--- src/rtl/planar_ser_pkg.sv ---
package planar_ser_pkg;
  localparam int unsigned NPLANE_D = 4;
  localparam int unsigned PBITS_D  = 8;

  localparam logic [1:0] MODE_PLANAR = 2'b00;
  localparam logic [1:0] MODE_ILEAVE = 2'b01;
endpackage

--- src/rtl/pser_route.sv ---
// Load-time routing of plane bytes into lane words.
module pser_route #(
  parameter int unsigned NPLANE = 4,
  parameter int unsigned W      = 8
) (
  input  logic [1:0]                     mode_i,
  input  logic                           wide_i,
  input  logic [NPLANE-1:0][W-1:0]       pl_i,
  output logic [NPLANE-1:0][W-1:0]       ld_o
);
  import planar_ser_pkg::*;
  localparam int unsigned HALF = W / 2;

  logic [NPLANE-1:0][W-1:0] ilv;
  logic [NPLANE-1:0][W-1:0] pck;

  // stream position j leaves at clock j, held at lane bit W-1-j
  for (genvar n = 0; n < NPLANE; n++) begin : g_lane
    for (genvar j = 0; j < W; j++) begin : g_pos
      localparam int unsigned IP = 2 * (n / 2) + j / HALF;
      localparam int unsigned IB = W - 2 - 2 * (j % HALF) + (n % 2);
      localparam int unsigned PP = j / 2;
      localparam int unsigned PB = ((j % 2) == 0) ? HALF + n : n;
      assign ilv[n][W-1-j] = pl_i[IP][IB];
      assign pck[n][W-1-j] = pl_i[PP][PB];
    end
  end

  always_comb begin
    if (wide_i || (mode_i == MODE_PLANAR)) begin
      ld_o = pl_i;
    end else if (mode_i == MODE_ILEAVE) begin
      ld_o = ilv;
    end else begin
      ld_o = pck;
    end
  end
endmodule

--- src/rtl/pser_lane.sv ---
// One 8-bit video shift lane.
module pser_lane #(
  parameter int unsigned W = 8
) (
  input  logic         clk,
  input  logic         rst_n,
  input  logic         load_i,
  input  logic         shift_i,
  input  logic         wide_i,
  input  logic [W-1:0] ld_i,
  input  logic         ser_i,
  input  logic [W-1:0] byte_i,
  output logic [W-1:0] q_o
);
  logic [W-1:0] q_nxt;

  always_comb begin
    q_nxt = q_o;
    if (load_i) begin
      q_nxt = ld_i;
    end else if (shift_i) begin
      if (wide_i) q_nxt = byte_i;
      else        q_nxt = {q_o[W-2:0], ser_i};
    end
  end

  always_ff @(posedge clk or negedge rst_n) begin
    if (!rst_n) q_o <= '0;
    else        q_o <= q_nxt;
  end

  p_load_wins_r5: assert property (@(posedge clk) disable iff (!rst_n)
    load_i |=> (q_o == $past(ld_i)));
  p_hold_r6: assert property (@(posedge clk) disable iff (!rst_n)
    (!load_i && !shift_i) |=> $stable(q_o));
  p_bitshift_r7: assert property (@(posedge clk) disable iff (!rst_n)
    (!load_i && shift_i && !wide_i) |=> (q_o[W-1:1] == $past(q_o[W-2:0])));
  p_byteshift_r8: assert property (@(posedge clk) disable iff (!rst_n)
    (!load_i && shift_i && wide_i) |=> (q_o == $past(byte_i)));
endmodule

--- src/rtl/pser_out.sv ---
// Output formatting: narrow pixel or wide byte.
module pser_out #(
  parameter int unsigned NPLANE = 4,
  parameter int unsigned W      = 8
) (
  input  logic                     wide_i,
  input  logic                     mode_hi_i,
  input  logic [NPLANE-1:0][W-1:0] q_i,
  output logic [W-1:0]             pix_o
);
  logic [NPLANE-1:0] msb;

  for (genvar n = 0; n < NPLANE; n++) begin : g_msb
    assign msb[n] = q_i[n][W-1];
  end

  always_comb begin
    if (wide_i) pix_o = mode_hi_i ? '0 : q_i[0];
    else        pix_o = {{(W-NPLANE){1'b0}}, msb};
  end
endmodule

--- src/rtl/planar_serializer.sv ---
module planar_serializer
  import planar_ser_pkg::*;
#(
  parameter int unsigned NPLANE = NPLANE_D,
  parameter int unsigned W      = PBITS_D
) (
  input  logic                  clk,
  input  logic                  rst_n,
  input  logic                  load_i,
  input  logic                  shift_i,
  input  logic                  chain_i,
  input  logic                  wide_i,
  input  logic [1:0]            mode_i,
  input  logic [NPLANE*W-1:0]   plane_i,
  output logic [W-1:0]          pix_o
);
  localparam int unsigned LAST = NPLANE - 1;

  logic [NPLANE-1:0][W-1:0] pl;
  logic [NPLANE-1:0][W-1:0] ld;
  logic [NPLANE-1:0][W-1:0] q;
  logic [NPLANE-1:0]        ser;
  logic [NPLANE-1:0][W-1:0] nbyte;

  assign pl = plane_i;

  pser_route #(.NPLANE(NPLANE), .W(W)) u_route (
    .mode_i (mode_i),
    .wide_i (wide_i),
    .pl_i   (pl),
    .ld_o   (ld)
  );

  for (genvar n = 0; n < NPLANE; n++) begin : g_lane
    if (n == LAST) begin : g_tail
      assign ser[n]   = 1'b0;
      assign nbyte[n] = '0;
    end else begin : g_link
      assign ser[n]   = chain_i & q[n+1][W-1];
      assign nbyte[n] = q[n+1];
    end
    pser_lane #(.W(W)) u_lane (
      .clk     (clk),
      .rst_n   (rst_n),
      .load_i  (load_i),
      .shift_i (shift_i),
      .wide_i  (wide_i),
      .ld_i    (ld[n]),
      .ser_i   (ser[n]),
      .byte_i  (nbyte[n]),
      .q_o     (q[n])
    );
  end

  pser_out #(.NPLANE(NPLANE), .W(W)) u_out (
    .wide_i    (wide_i),
    .mode_hi_i (mode_i[1]),
    .q_i       (q),
    .pix_o     (pix_o)
  );

  p_tail_zero_r7: assert property (@(posedge clk) disable iff (!rst_n)
    (!load_i && shift_i && !wide_i) |=> (q[LAST][0] == 1'b0));
  p_illegal_r9: assert property (@(posedge clk) disable iff (!rst_n)
    (wide_i && mode_i[1]) |-> (pix_o == '0));
  p_narrow_r10: assert property (@(posedge clk) disable iff (!rst_n)
    !wide_i |-> (pix_o[W-1:NPLANE] == '0));
endmodule

--- config.mk ---
export PLATFORM = sky130hd
export DESIGN_NAME = planar_serializer
export DESIGN_NICKNAME = d
export VERILOG_FILES = /design/src/rtl/planar_ser_pkg.sv /design/src/rtl/pser_route.sv /design/src/rtl/pser_lane.sv /design/src/rtl/pser_out.sv /design/src/rtl/planar_serializer.sv
export SDC_FILE = /design/constraint.sdc
export NUM_CORES = 1
export LEC_CHECK = 0
export BUFFER_PORTS_ARGS = -buffer_cell sky130_fd_sc_hd__buf_2
export CAP_MARGIN = 20
export CORE_ASPECT_RATIO = 2
export CORE_UTILIZATION = 57
export CTS_CLUSTER_DIAMETER = 80
export DETAILED_ROUTE_END_ITERATION = 7
export GPL_ROUTABILITY_DRIVEN = 0
export GPL_TIMING_DRIVEN = 0
export PLACE_DENSITY = 0.81
export SLEW_MARGIN = 10
export SYNTH_ARGS = -nofsm -noshare
export SYNTH_HDL_FRONTEND = slang
export SYNTH_SLANG_ARGS = --single-unit
export TNS_END_PERCENT = 10
--- constraint.sdc ---
create_clock -name clk -period 1.22 [get_ports clk]
set_input_delay 0.122 -clock clk [delete_from_list [all_inputs] [get_ports clk]]
set_output_delay 0.122 -clock clk [all_outputs]
set_load 0.02 [all_outputs]
==> impl_results.md, run 1 <==
* Routed Antenna Nets at 0
* Final Non-Filler Cells at 429
* FF+latch count, synth at 32
* Mapped Nets at 364
* Combined area of the multi-input logic cells at 1710 µm²
* Clock Path Buffers at 2
* Status: finished clean
* DR vias/cell at 6.66
* Area Overhead vs Synth at 14.0%
* Switch Pwr at 1.06 mW
* Final min period at 1.20 ns
* Finished Cell Area at 3100 µm²
* RSZ-0062 raised after global routing: true
* Vias in the first global route at 2840
* Root buffer cell: clkbuf_8
* Syn Area/Cell at 8.39 µm²
* Worst clock skew at 0.00819 ns
* Reg area at 801 µm²
* # DRC at 0
* Initial Utilization at 59.1%
* Slew @ Worst Pin at 0.763 ns
* Overall power at 3.04 mW
* Initial antenna violation count at 0
* Final hold vios at 0
* I/O Pins at 48
* Largest net degree at the start of global routing at 33
* Number of inserted diodes at 0
* Fraction of layout cells with a size suffix above 1 at 20.1%
* Setup violations, final at 0
* Worst-path clk slew at 0.07 ns
* Drt first pass iters at 6
* Detail Placement HPWL at 6700 µm
* DRT Wirelength at 9070 µm
* Relative slew slack at 49.1%
* Row count at 35
* Placeable Area at 4600 µm²
* Die W at 50.8 µm
* Max-cap violation count at 0
* Post-Route Utilization at 67.4%
* Die area at 5070 µm²
* Hold Crit Class: in2reg
* Worst setup SP type: flip-flop
* Clock power share at 26.2%
* Clk_lat worst skew at 0.29 ns
* Commonest non-fill, non-tap cell in the layout: buf_2
* Total congestion overflow at 0
* Cell count after synthesis at 324
* Via Count at 2857
* Required time worst endpoint at 1.10 ns
* Post-CTS Setup Bufs at 0
* Highest clock rate at 832 MHz
* Crit Path Class: reg2out
* Max-slew violation count at 0
* Total CTS buffers at 5
* Total track usage at 38.9%
* Crit-path max FO at 3
* Wirelength per Cell at 21.1 µm
* First-pass GRT wire length at 14300 µm
* FILL cells at 422
* Pleak at 1.39 nW
* Clock Sinks at 32
* Cell variety after synth at 32
* CP endpoint kind: output pin
* Largest regs: g_lane.u_lane.q_o: 32 flops
* Placed Area at 3000 µm²
* Yosys Warn Count at 0
* Pint at 1.98 mW
* Placed Cells incl. Taps at 422
* Power Dens Cells at 979 nW/µm²
* Number of flip-flops in the largest register at 32
* Fin nets at 414
* Combinational Power Share at 30.3%
* Switching Share at 34.9%
* Syn Std Cell Area at 2720 µm²
* Worst path arrival time at 1.08 ns
* Initial DRC count at 160
* Worst vdd ir at 0.000749 V
* Sequential power share at 43.5%
* Fin crit share at 98.5%
* Die height at 99.7 µm
* WHS at 0.149 ns
* H-tree depth at 2
* CTS tree: yes
* Biggest register: g_lane.u_lane.q_o
* I/O Buffers at 43
* Sequential share of the synthesized area at 29.5%
* Most frequent cells in the layout: buf_2 (56), dfrtp_1 (32), mux2i_1 (27), or3b_1 (27), a21oi_1 (27)
cells in the mapped netlist:
cell type | number | area share [%]
nor2b_1 | 7 | 1.6
or2b_1 | 3 | 0.83
buf_6 | 6 | 2.5
a211o_1 | 19 | 6.1
o32ai_1 | 1 | 0.32
clkbuf_1 | 10 | 1.4
o211ai_1 | 3 | 0.83
o21ai_1 | 23 | 4.2
nand2_1 | 7 | 0.97
a21o_1 | 5 | 1.4
and2b_2 | 1 | 0.32
and2_1 | 4 | 0.92
nor3b_2 | 1 | 0.46
buf_2 | 15 | 2.8
a22oi_1 | 3 | 0.83
o22ai_1 | 8 | 1.8
mux2_1 | 2 | 0.83
nand3b_1 | 4 | 1.1
o21ba_4 | 1 | 0.60
mux2i_1 | 27 | 9.9
o21ai_0 | 26 | 4.8
o21bai_1 | 1 | 0.28
inv_1 | 5 | 0.69
or3b_1 | 27 | 8.7
a211oi_1 | 2 | 0.55
o21a_1 | 1 | 0.28
buf_4 | 2 | 0.55
a21oi_1 | 27 | 5.0
nand2b_1 | 26 | 6.0
nor2_1 | 22 | 3.0
dfrtp_1 | 32 | 29
a32oi_1 | 3 | 0.97
per-layer routing:
metal  vias to the layer above  routed length [µm]  GRT usage, %
li1                       1277                   -             -
met1                      1328                2970          42.9
met2                       197                4610          66.4
met3                        55                 764          4.59
met4                         0                 728          28.4
met5                         -                   0             0
worst max-delay path, cell delays in order, from the launching register on:
cell and delay [ns]:
dfrtp_1 0.41, inv_1 0.09, o21ai_1 0.12, buf_2 0.17
worst paths after layout:
| path | start | endpoint | slack (ns) | depth (start not counted) |
|---|---|---|---|---|
| setup / recovery | g_lane[3].u_lane.q_o[7]$_DFFE_PN0P_ | pix_o[3] | 0.02 | 3 |
| hold / removal | plane_i[29] | g_lane[3].u_lane.q_o[5]$_DFFE_PN0P_ | 0.15 | 3 |
| setup reg to reg | g_lane[1].u_lane.q_o[1]$_DFFE_PN0P_ | g_lane[0].u_lane.q_o[1]$_DFFE_PN0P_ | 0.24 | 3 |
| hold reg to reg | g_lane[3].u_lane.q_o[0]$_DFFE_PN0P_ | g_lane[3].u_lane.q_o[0]$_DFFE_PN0P_ | 0.56 | 2 |
| max in group asynchronous | rst_n | g_lane[1].u_lane.q_o[3]$_DFFE_PN0P_ | 0.29 | 2 |
| min in group asynchronous | rst_n | g_lane[3].u_lane.q_o[3]$_DFFE_PN0P_ | 0.44 | 2 |
stage by stage:
stage,setup WS (ns),setup TNS [ns]
final,0.0187,0
after global routing,-0.00273,-0.00273
after CTS,-0.00139,-0.00139
after detailed placement,-0.161,-2.60
after global placement,-0.145,-1.93
after floorplan,0.0916,0
cell families (layout without fill, tap and decap cells):
family	count (synthesis)	in the layout	share of synthesized area, %
buffers and inverters	38	88	7.87
flip-flops	32	32	29.5
AND/OR/NAND/NOR	102	102	23.9
multiplexers	29	29	10.8
AO/OA/AOI/OAI	123	123	28.0
power by group through the flow:
stage                     combinational [mW]  clock (mW)  sequential (mW)
final                                  0.919       0.795             1.32
after global routing                   0.993       0.814             1.33
after CTS                              0.899       0.781             1.31
after detailed placement               0.889           0             1.33
after global placement                 0.876           0             1.33
after floorplan                        0.611           0             1.28
cell type report:
type | instances | area share [%]
plain buffers | 32 | 6.26
clock inverters | 1 | 0.161
well taps | 55 | 2.22
repair buffers | 44 | 7.35
flip-flops and latches | 32 | 25.8
inverters | 5 | 0.606
clock buffers | 6 | 2.34
multi-input cells | 254 | 55.2
timing repair:
action | in CTS | in global routing
resized for setup | 3 | 2
setup endpoints to repair | 8 | 3
hold buffers | 1 | 0
pin swaps | 0 | 0
cloned | 0 | 0
endpoints found under the hold margin | 32 | 0
Note: power is estimated with default switching activity, not from simulation.
==> inputs of run 2 (changes only) <==
- ABC_AREA: default -> 1
==> run 2 against run 1 <==
Largest power group unchanged. Power up 6.7%. Synthesized cell count up 41%. Highest routed layer unchanged. Clock power up 26%. Critical path type unchanged. Combinational power up 4.8%. Register-to-register slack worse by 0.07 ns. Synthesized area down 1.3%. Maximum frequency up 1.3%.
==> impl_results.md, run 2 <==
* Synth Area in Compound Gates at 17.1% (was 28.0%)
* Required time worst endpoint at 1.10 ns (about the same)
* Fraction of layout cells with a size suffix above 1 at 17.8% (was 20.1%)
* Total CTS buffers at 5 (unchanged)
* Highest clock rate at 843 MHz (was 832 MHz)
* Post-Synth Adder-Cell Area at 0% (unchanged)
* Power Dens Cells at 1030 nW/µm² (was 979 nW/µm²)
* Syn Area/Cell at 5.89 µm² (was 8.39 µm²)
* Syn Std Cell Area at 2680 µm² (was 2720 µm²)
* Clk_lat worst skew at 0.29 ns (about the same)
* Cell variety after synth at 21 (was 32)
* Placed Cells incl. Taps at 556 (was 422)
* Most common cell in the synthesized netlist: nand2_1 (was dfrtp_1)
* Slew @ Worst Pin at 0.699 ns (was 0.763 ns)
* CTS tree: yes (unchanged)
* Area Overhead vs Synth at 16.6% (was 14.0%)
* Largest regs: g_lane.u_lane.q_o: 32 flops (unchanged)
* Pleak at 1.82 nW (was 1.39 nW)
* Placeable Area at 4550 µm² (was 4600 µm²)
* Initial Utilization at 58.9% (was 59.1%)
* Relative slew slack at 53.4% (was 49.1%)
* First-pass GRT wire length at 13200 µm (was 14300 µm)
* Post-synth EDFFs at 0 (unchanged)
* Max-cap violation count at 0 (unchanged)
* H-tree depth at 2 (unchanged)
* Detail Placement HPWL at 6250 µm (was 6700 µm)
* Clock Path Buffers at 2 (unchanged)
* Die W at 50.5 µm (was 50.8 µm)
* Initial DRC count at 155 (was 160)
* Worst vdd ir at 0.000657 V (was 0.000749 V)
* Final hold vios at 0 (unchanged)
* Largest family of logic cells by synthesized area: simple AND/OR/NAND/NOR gates (was compound AO/OA/AOI/OAI gates)
* Worst setup SP type: flip-flop (unchanged)
* Sequential share of the synthesized area at 29.8% (was 29.5%)
* Cell count after synthesis at 456 (was 324)
* Fin nets at 551 (was 414)
* FF+latch count, synth at 32 (unchanged)
* Number of inserted diodes at 0 (unchanged)
* Mux cell area share after synthesis at 0% (was 10.8%)
* Final min period at 1.19 ns (was 1.20 ns)
* I/O Buffers at 45 (was 43)
* Largest area contributor in the synthesized netlist: dfrtp_1 (unchanged)
* Row count at 35 (unchanged)
* Status: finished clean (unchanged)
* Die height at 99.0 µm (was 99.7 µm)
* Root buffer cell: clkbuf_8 (unchanged)
* Synth cell count leaders: nand2_1 (191), inv_1 (85), dfrtp_1 (32), nand3_1 (32), o211ai_1 (27) (was dfrtp_1 (32), a21oi_1 (27), mux2i_1 (27), or3b_1 (27))
* Commonest non-fill, non-tap cell in the layout: nand2_1 (was buf_2)
* Crit Path Class: reg2out (unchanged)
* Yosys Warn Count at 0 (unchanged)
* Post-synthesis simple-gate area fraction at 34.5% (was 23.9%)
* # DRC at 0 (unchanged)
* DRT Wirelength at 8020 µm (was 9070 µm)
* Vias in the first global route at 2959 (was 2840)
* Die area at 5000 µm² (was 5070 µm²)
* Biggest register: g_lane.u_lane.q_o (unchanged)
* Area share of the leading cell type in the synthesized netlist at 29.8% (was 29.5%)
* RSZ-0062 raised after global routing: false (was true)
* Fin crit share at 97.2% (was 98.5%)
* Hold Path Depth at 5 (was 3)
* Total track usage at 35.3% (was 38.9%)
* Crit-path max FO at 3 (unchanged)
* Xor/xnor share of the synthesized area at 0% (unchanged)
* Drt first pass iters at 5 (was 6)
* Most common flop cell mapped by yosys: dfrtp_1 (unchanged)
* Top post-synthesis cells by area: dfrtp_1 (30%), nand2_1 (27%), inv_1 (12%) (was dfrtp_1 (29%), mux2i_1 (9.9%), or3b_1 (8.7%))
* Initial antenna violation count at 0 (unchanged)
* Sum Neg Setup Slack at 0 ns (unchanged)
* Worst-path clk slew at 0.07 ns (about the same)
* Clock Sinks at 32 (unchanged)
* Mapped Nets at 496 (was 364)
* Max-slew violation count at 0 (unchanged)
* Worst clock skew at 0.00622 ns (was 0.00819 ns)
* Final Non-Filler Cells at 567 (was 429)
* Total congestion overflow at 0 (unchanged)
* Wirelength per Cell at 14.1 µm (was 21.1 µm)
* Worst path arrival time at 1.06 ns (was 1.08 ns)
* Setup violations, final at 0 (unchanged)
* I/O Pins at 48 (unchanged)
* Via Count at 3015 (was 2857)
* Async S/R FF share, synth at 100% (unchanged)
* Most frequent cells in the layout: nand2_1 (190), inv_1 (84), buf_2 (51) (was buf_2 (56), dfrtp_1 (32), mux2i_1 (27), or3b_1 (27), a21oi_1 (27))
* Number of flip-flops in the largest register at 32 (unchanged)
* Routed Antenna Nets at 0 (unchanged)
* Largest net degree at the start of global routing at 33 (unchanged)
* DR vias/cell at 5.32 (was 6.66)
* Hold Crit Class: in2reg (unchanged)
* CP endpoint kind: output pin (unchanged)
* FF-to-FF path depth at 6 (was 3)
run 2: final timing paths:
kind	start	end	slack, ns
worst max-delay path	g_lane[1].u_lane.q_o[7]$_DFFE_PN0P_	pix_o[1]	0.03
worst min-delay path	plane_i[5]	g_lane[0].u_lane.q_o[5]$_DFFE_PN0P_	0.14
worst max register to register	g_lane[3].u_lane.q_o[6]$_DFFE_PN0P_	g_lane[2].u_lane.q_o[6]$_DFFE_PN0P_	0.17
worst min register to register	g_lane[3].u_lane.q_o[0]$_DFFE_PN0P_	g_lane[3].u_lane.q_o[0]$_DFFE_PN0P_	0.51
max in group asynchronous	rst_n	g_lane[0].u_lane.q_o[4]$_DFFE_PN0P_	0.35
min in group asynchronous	rst_n	g_lane[3].u_lane.q_o[3]$_DFFE_PN0P_	0.41
run 2: worst max-delay path, stage by stage (launching register included):
cell	delay, ns
dfrtp_1	0.35
inv_1	0.07
o22ai_1	0.18
buf_4	0.17
run 2: final cells by class:
| cell class | instances | area (µm²) |
|---|---|---|
| buffer | 26 | 155 |
| clock buffer | 5 | 68.8 |
| clock inverter | 3 | 42.5 |
| fill | 458 | 1420 |
| inverter | 91 | 344 |
| multi-input combinational | 307 | 1390 |
| sequential | 32 | 801 |
| tap | 55 | 68.8 |
| timing repair buffer | 48 | 258 |
run 2: per-stage QoR:
| stage | total power [mW] | setup slack [ns] | hold WS, ns | util (%) | instance area [µm²] |
|---|---|---|---|---|---|
| 2_1_floorplan | 1.89 | 0.174 | -0.174 | - | 2680 |
| 3_3_place_gp | 2.18 | 0.0590 | 0.205 | 65.4 | 2980 |
| 3_5_place_dp | 2.20 | 0.0328 | 0.202 | 65.4 | 2980 |
| 4_1_cts | 3.20 | 0.00872 | 0.141 | 68.2 | 3110 |
| 5_1_grt | 3.43 | 0.00135 | 0.182 | 68.7 | 3130 |
| 6_report | 3.24 | 0.0343 | 0.145 | 68.7 | 3130 |
run 2: per-layer routing:
layer,global-route usage (%),vias up,wire length (µm)
met1,36.3,1337,2980
met3,4.78,43,329
met5,0,-,0
li1,-,1513,-
met2,63.3,122,4140
met4,23.7,0,565
run 2: cells by family after synthesis:
| group | count (synthesis) |
|---|---|
| AND/OR/NAND/NOR | 232 |
| buffers and inverters | 117 |
| AO/OA/AOI/OAI | 75 |
| flip-flops | 32 |
run 2: what timing repair did:
item,4_1_cts,5_1_grt
setup endpoints to repair,1,3
hold endpoints to repair,32,0
gates cloned,0,0
buffers inserted,0,2
hold buffers,1,0
resized for setup,1,5
run 2: power breakdown:
| group | total, mW | switching (mW) | internal, mW | leakage [nW] |
|---|---|---|---|---|
| sequential | 1.27 | 0.0751 | 1.20 | 0.390 |
| combinational | 0.963 | 0.622 | 0.341 | 1.38 |
| clock | 1.00 | 0.400 | 0.604 | 0.0541 |
| total | 3.24 | 1.10 | 2.14 | 1.82 |
==> inputs of run 3 (changes only) <==
- REMOVE_ABC_BUFFERS: default -> 1
==> run 3 against run 2 <==
The flow now finishes with violations (setup timing). Utilization shrank 1.1 points. Sequential share of layout area grew 0.42 points. Global-route usage shrank 1.2 points. Hold slack lost 0.0077 ns. Cell count shrank 3.9%. Critical path type unchanged. Critical endpoint is now pix_o[2]. Largest cell class unchanged. Largest power group unchanged.
==> impl_results.md, run 3 (synthesized netlist as in run 2, its figures left out) <==
* Status: finished, violations left (was finished clean)
* Failing checks: setup timing
* # DRC at 0 (unchanged)
* Final Non-Filler Cells at 545 (was 567)
* Required time worst endpoint at 1.10 ns (about the same)
* Area Overhead vs Synth at 14.8% (was 16.6%)
* Wl on met1 at 2910 µm (was 2980 µm)
* Worst path arrival time at 1.10 ns (was 1.06 ns)
* Crit Path Class: reg2out (unchanged)
* Placed Area at 2860 µm² (was 2980 µm²)
* Clock Path Buffers at 2 (unchanged)
* Power Dens Cells at 1090 nW/µm² (was 1030 nW/µm²)
* Row count at 35 (unchanged)
* Routed met2 length at 4260 µm (was 4140 µm)
* Pleak at 1.76 nW (was 1.82 nW)
* Finished Cell Area at 3080 µm² (was 3130 µm²)
* Placeable Area at 4550 µm² (unchanged)
* Commonest non-fill, non-tap cell in the layout: nand2_1 (unchanged)
* Total track usage at 34.1% (was 35.3%)
* Die W at 50.5 µm (unchanged)
* Via Count at 2967 (was 3015)
* Initial Utilization at 58.9% (unchanged)
* First-pass GRT wire length at 12900 µm (was 13200 µm)
* Drt first pass iters at 5 (unchanged)
* Total CTS buffers at 5 (unchanged)
* RSZ-0062 raised after global routing: false (unchanged)
* Vias in the first global route at 2903 (was 2959)
* Largest net degree at the start of global routing at 53 (was 33)
* RR Startpoint: g_lane[2].u_lane.q_o[7]$_DFFE_PN0P_ (was g_lane[3].u_lane.q_o[6]$_DFFE_PN0P_)
* Crit-path max FO at 3 (unchanged)
* DR vias/cell at 5.44 (was 5.32)
* Routed Antenna Nets at 0 (unchanged)
* Placed Cells incl. Taps at 534 (was 556)
* Worst vdd ir at 0.00120 V (was 0.000657 V)
* Initial DRC count at 135 (was 155)
* Fin crit share at 100% (was 97.2%)
* H-tree depth at 2 (unchanged)
* Overall power at 3.35 mW (was 3.24 mW)
* Reg2reg setup slack at 0.23 ns (was 0.17 ns)
* Total congestion overflow at 0 (unchanged)
* DRT Wirelength at 7980 µm (was 8020 µm)
* Largest regs: g_lane.u_lane.q_o: 32 flops (unchanged)
* R2r endpoint: g_lane[1].u_lane.q_o[7]$_DFFE_PN0P_ (was g_lane[2].u_lane.q_o[6]$_DFFE_PN0P_)
* Sum Neg Setup Slack at -0.00391 ns (was 0 ns)
* Worst clock skew at 0.00413 ns (was 0.00622 ns)
* Biggest register: g_lane.u_lane.q_o (unchanged)
* Highest routed layer: met4 (unchanged)
* Worst-path clk slew at 0.07 ns (about the same)
* Die height at 99.0 µm (unchanged)
* I/O Buffers at 47 (was 45)
* Number of inserted diodes at 0 (unchanged)
* Root buffer cell: clkbuf_8 (unchanged)
* Hold endpoint: g_lane[3].u_lane.q_o[0]$_DFFE_PN0P_ (was g_lane[0].u_lane.q_o[5]$_DFFE_PN0P_)
* Slew @ Worst Pin at 0.796 ns (was 0.699 ns)
* HP Start: plane_i[24] (was plane_i[5])
* Highest clock rate at 817 MHz (was 843 MHz)
* Hold Crit Class: in2reg (unchanged)
* Final worst-path setup slack at -0.00391 ns (was 0.0343 ns)
* Die area at 5000 µm² (unchanged)
* Met3 wire length at 466 µm (was 329 µm)
* CTS tree: yes (unchanged)
* FF-to-FF path depth at 6 (unchanged)
* I/O Pins at 48 (unchanged)
* Worst setup SP type: flip-flop (unchanged)
* Wirelength per Cell at 14.6 µm (was 14.1 µm)
* Hold Path Depth at 5 (unchanged)
* Initial antenna violation count at 0 (unchanged)
* Number of flip-flops in the largest register at 32 (unchanged)
* Fin nets at 529 (was 551)
* Post-Route Utilization at 67.6% (was 68.7%)
* Most frequent cells in the layout: nand2_1 (189), inv_1 (84), buf_2 (42) (was nand2_1 (190), inv_1 (84), buf_2 (51))
* Fraction of layout cells with a size suffix above 1 at 15.1% (was 17.8%)
* Clock Sinks at 32 (unchanged)
* Final min period at 1.22 ns (was 1.19 ns)
* Max-slew violation count at 0 (unchanged)
* Relative slew slack at 46.9% (was 53.4%)
* Clk_lat worst skew at 0.29 ns (about the same)
* Setup violations, final at 1 (was 0)
* Max-cap violation count at 0 (unchanged)
* Detail Placement HPWL at 5400 µm (was 6250 µm)
* Final hold vios at 0 (unchanged)
* CP endpoint kind: output pin (unchanged)
## run 3: cell types whose count changed in the layout (fill, tap and decap cells not counted), sizes merged
cell,previous run,this run
clkinv,1,0
nor2,8,9
buf,70,50
clkbuf,8,7
clkinvlp,1,0
## run 3: cell type report
cell class | instances | area (µm²)
well taps | 55 | 68.8
clock inverters | 1 | 30.0
flip-flops and latches | 32 | 801
inverters | 91 | 349
fillers | 453 | 1470
multi-input cells | 308 | 1430
repair buffers | 51 | 308
clock buffers | 7 | 96.3
## run 3: how the worst max path moves through the flow
stage                                        startpoint                                  end  slack (ns)  depth (start not counted)
floorplan                                     mode_i[1]  g_lane[0].u_lane.q_o[0]$_DFFE_PN0P_       -0.29                          6
global placement                                 wide_i  g_lane[0].u_lane.q_o[4]$_DFFE_PN0P_       -1.35                          8
detailed placement                               wide_i  g_lane[0].u_lane.q_o[4]$_DFFE_PN0P_       -1.03                          9
CTS                 g_lane[2].u_lane.q_o[7]$_DFFE_PN0P_                             pix_o[2]        0.01                          3
global route        g_lane[0].u_lane.q_o[0]$_DFFE_PN0P_                             pix_o[0]       0.005                          3
finish              g_lane[2].u_lane.q_o[7]$_DFFE_PN0P_                             pix_o[2]      -0.004                          3
## run 3: critical path: stages (launching register included)
cell and delay (ns):
dfrtp_1 0.39, inv_1 0.09, o22ai_2 0.17, buf_4 0.17
## run 3: metrics by stage
stage | worst slack (ns) | hold WS [ns]
finish | -0.00391 | 0.137
global route | 0.00514 | 0.157
CTS | 0.0108 | 0.138
detailed placement | -1.03 | 0.228
global placement | -1.35 | 0.219
floorplan | -0.291 | -0.174
## run 3: repair_timing
| action | CTS | global route |
|---|---|---|
| resized for setup | 12 | 7 |
| buffers inserted | 0 | 1 |
| cloned | 0 | 1 |
| pin swaps | 1 | 1 |
| endpoints found under the hold margin | 32 | 0 |
| setup endpoints to repair | 40 | 30 |
| hold buffers | 1 | 0 |
## run 3: per-layer routing
layer	global-route usage (%)	vias to the layer above
met5	0	-
met3	3.40	24
met2	61.5	144
met4	17.9	0
met1	37.8	1330
li1	-	1469
## run 3: power breakdown
part | internal [mW] | switching [mW] | total (mW)
Clock | 0.721 | 0.423 | 1.14
Combinational | 0.316 | 0.616 | 0.933
Sequential | 1.20 | 0.0765 | 1.27
Total | 2.23 | 1.12 | 3.35
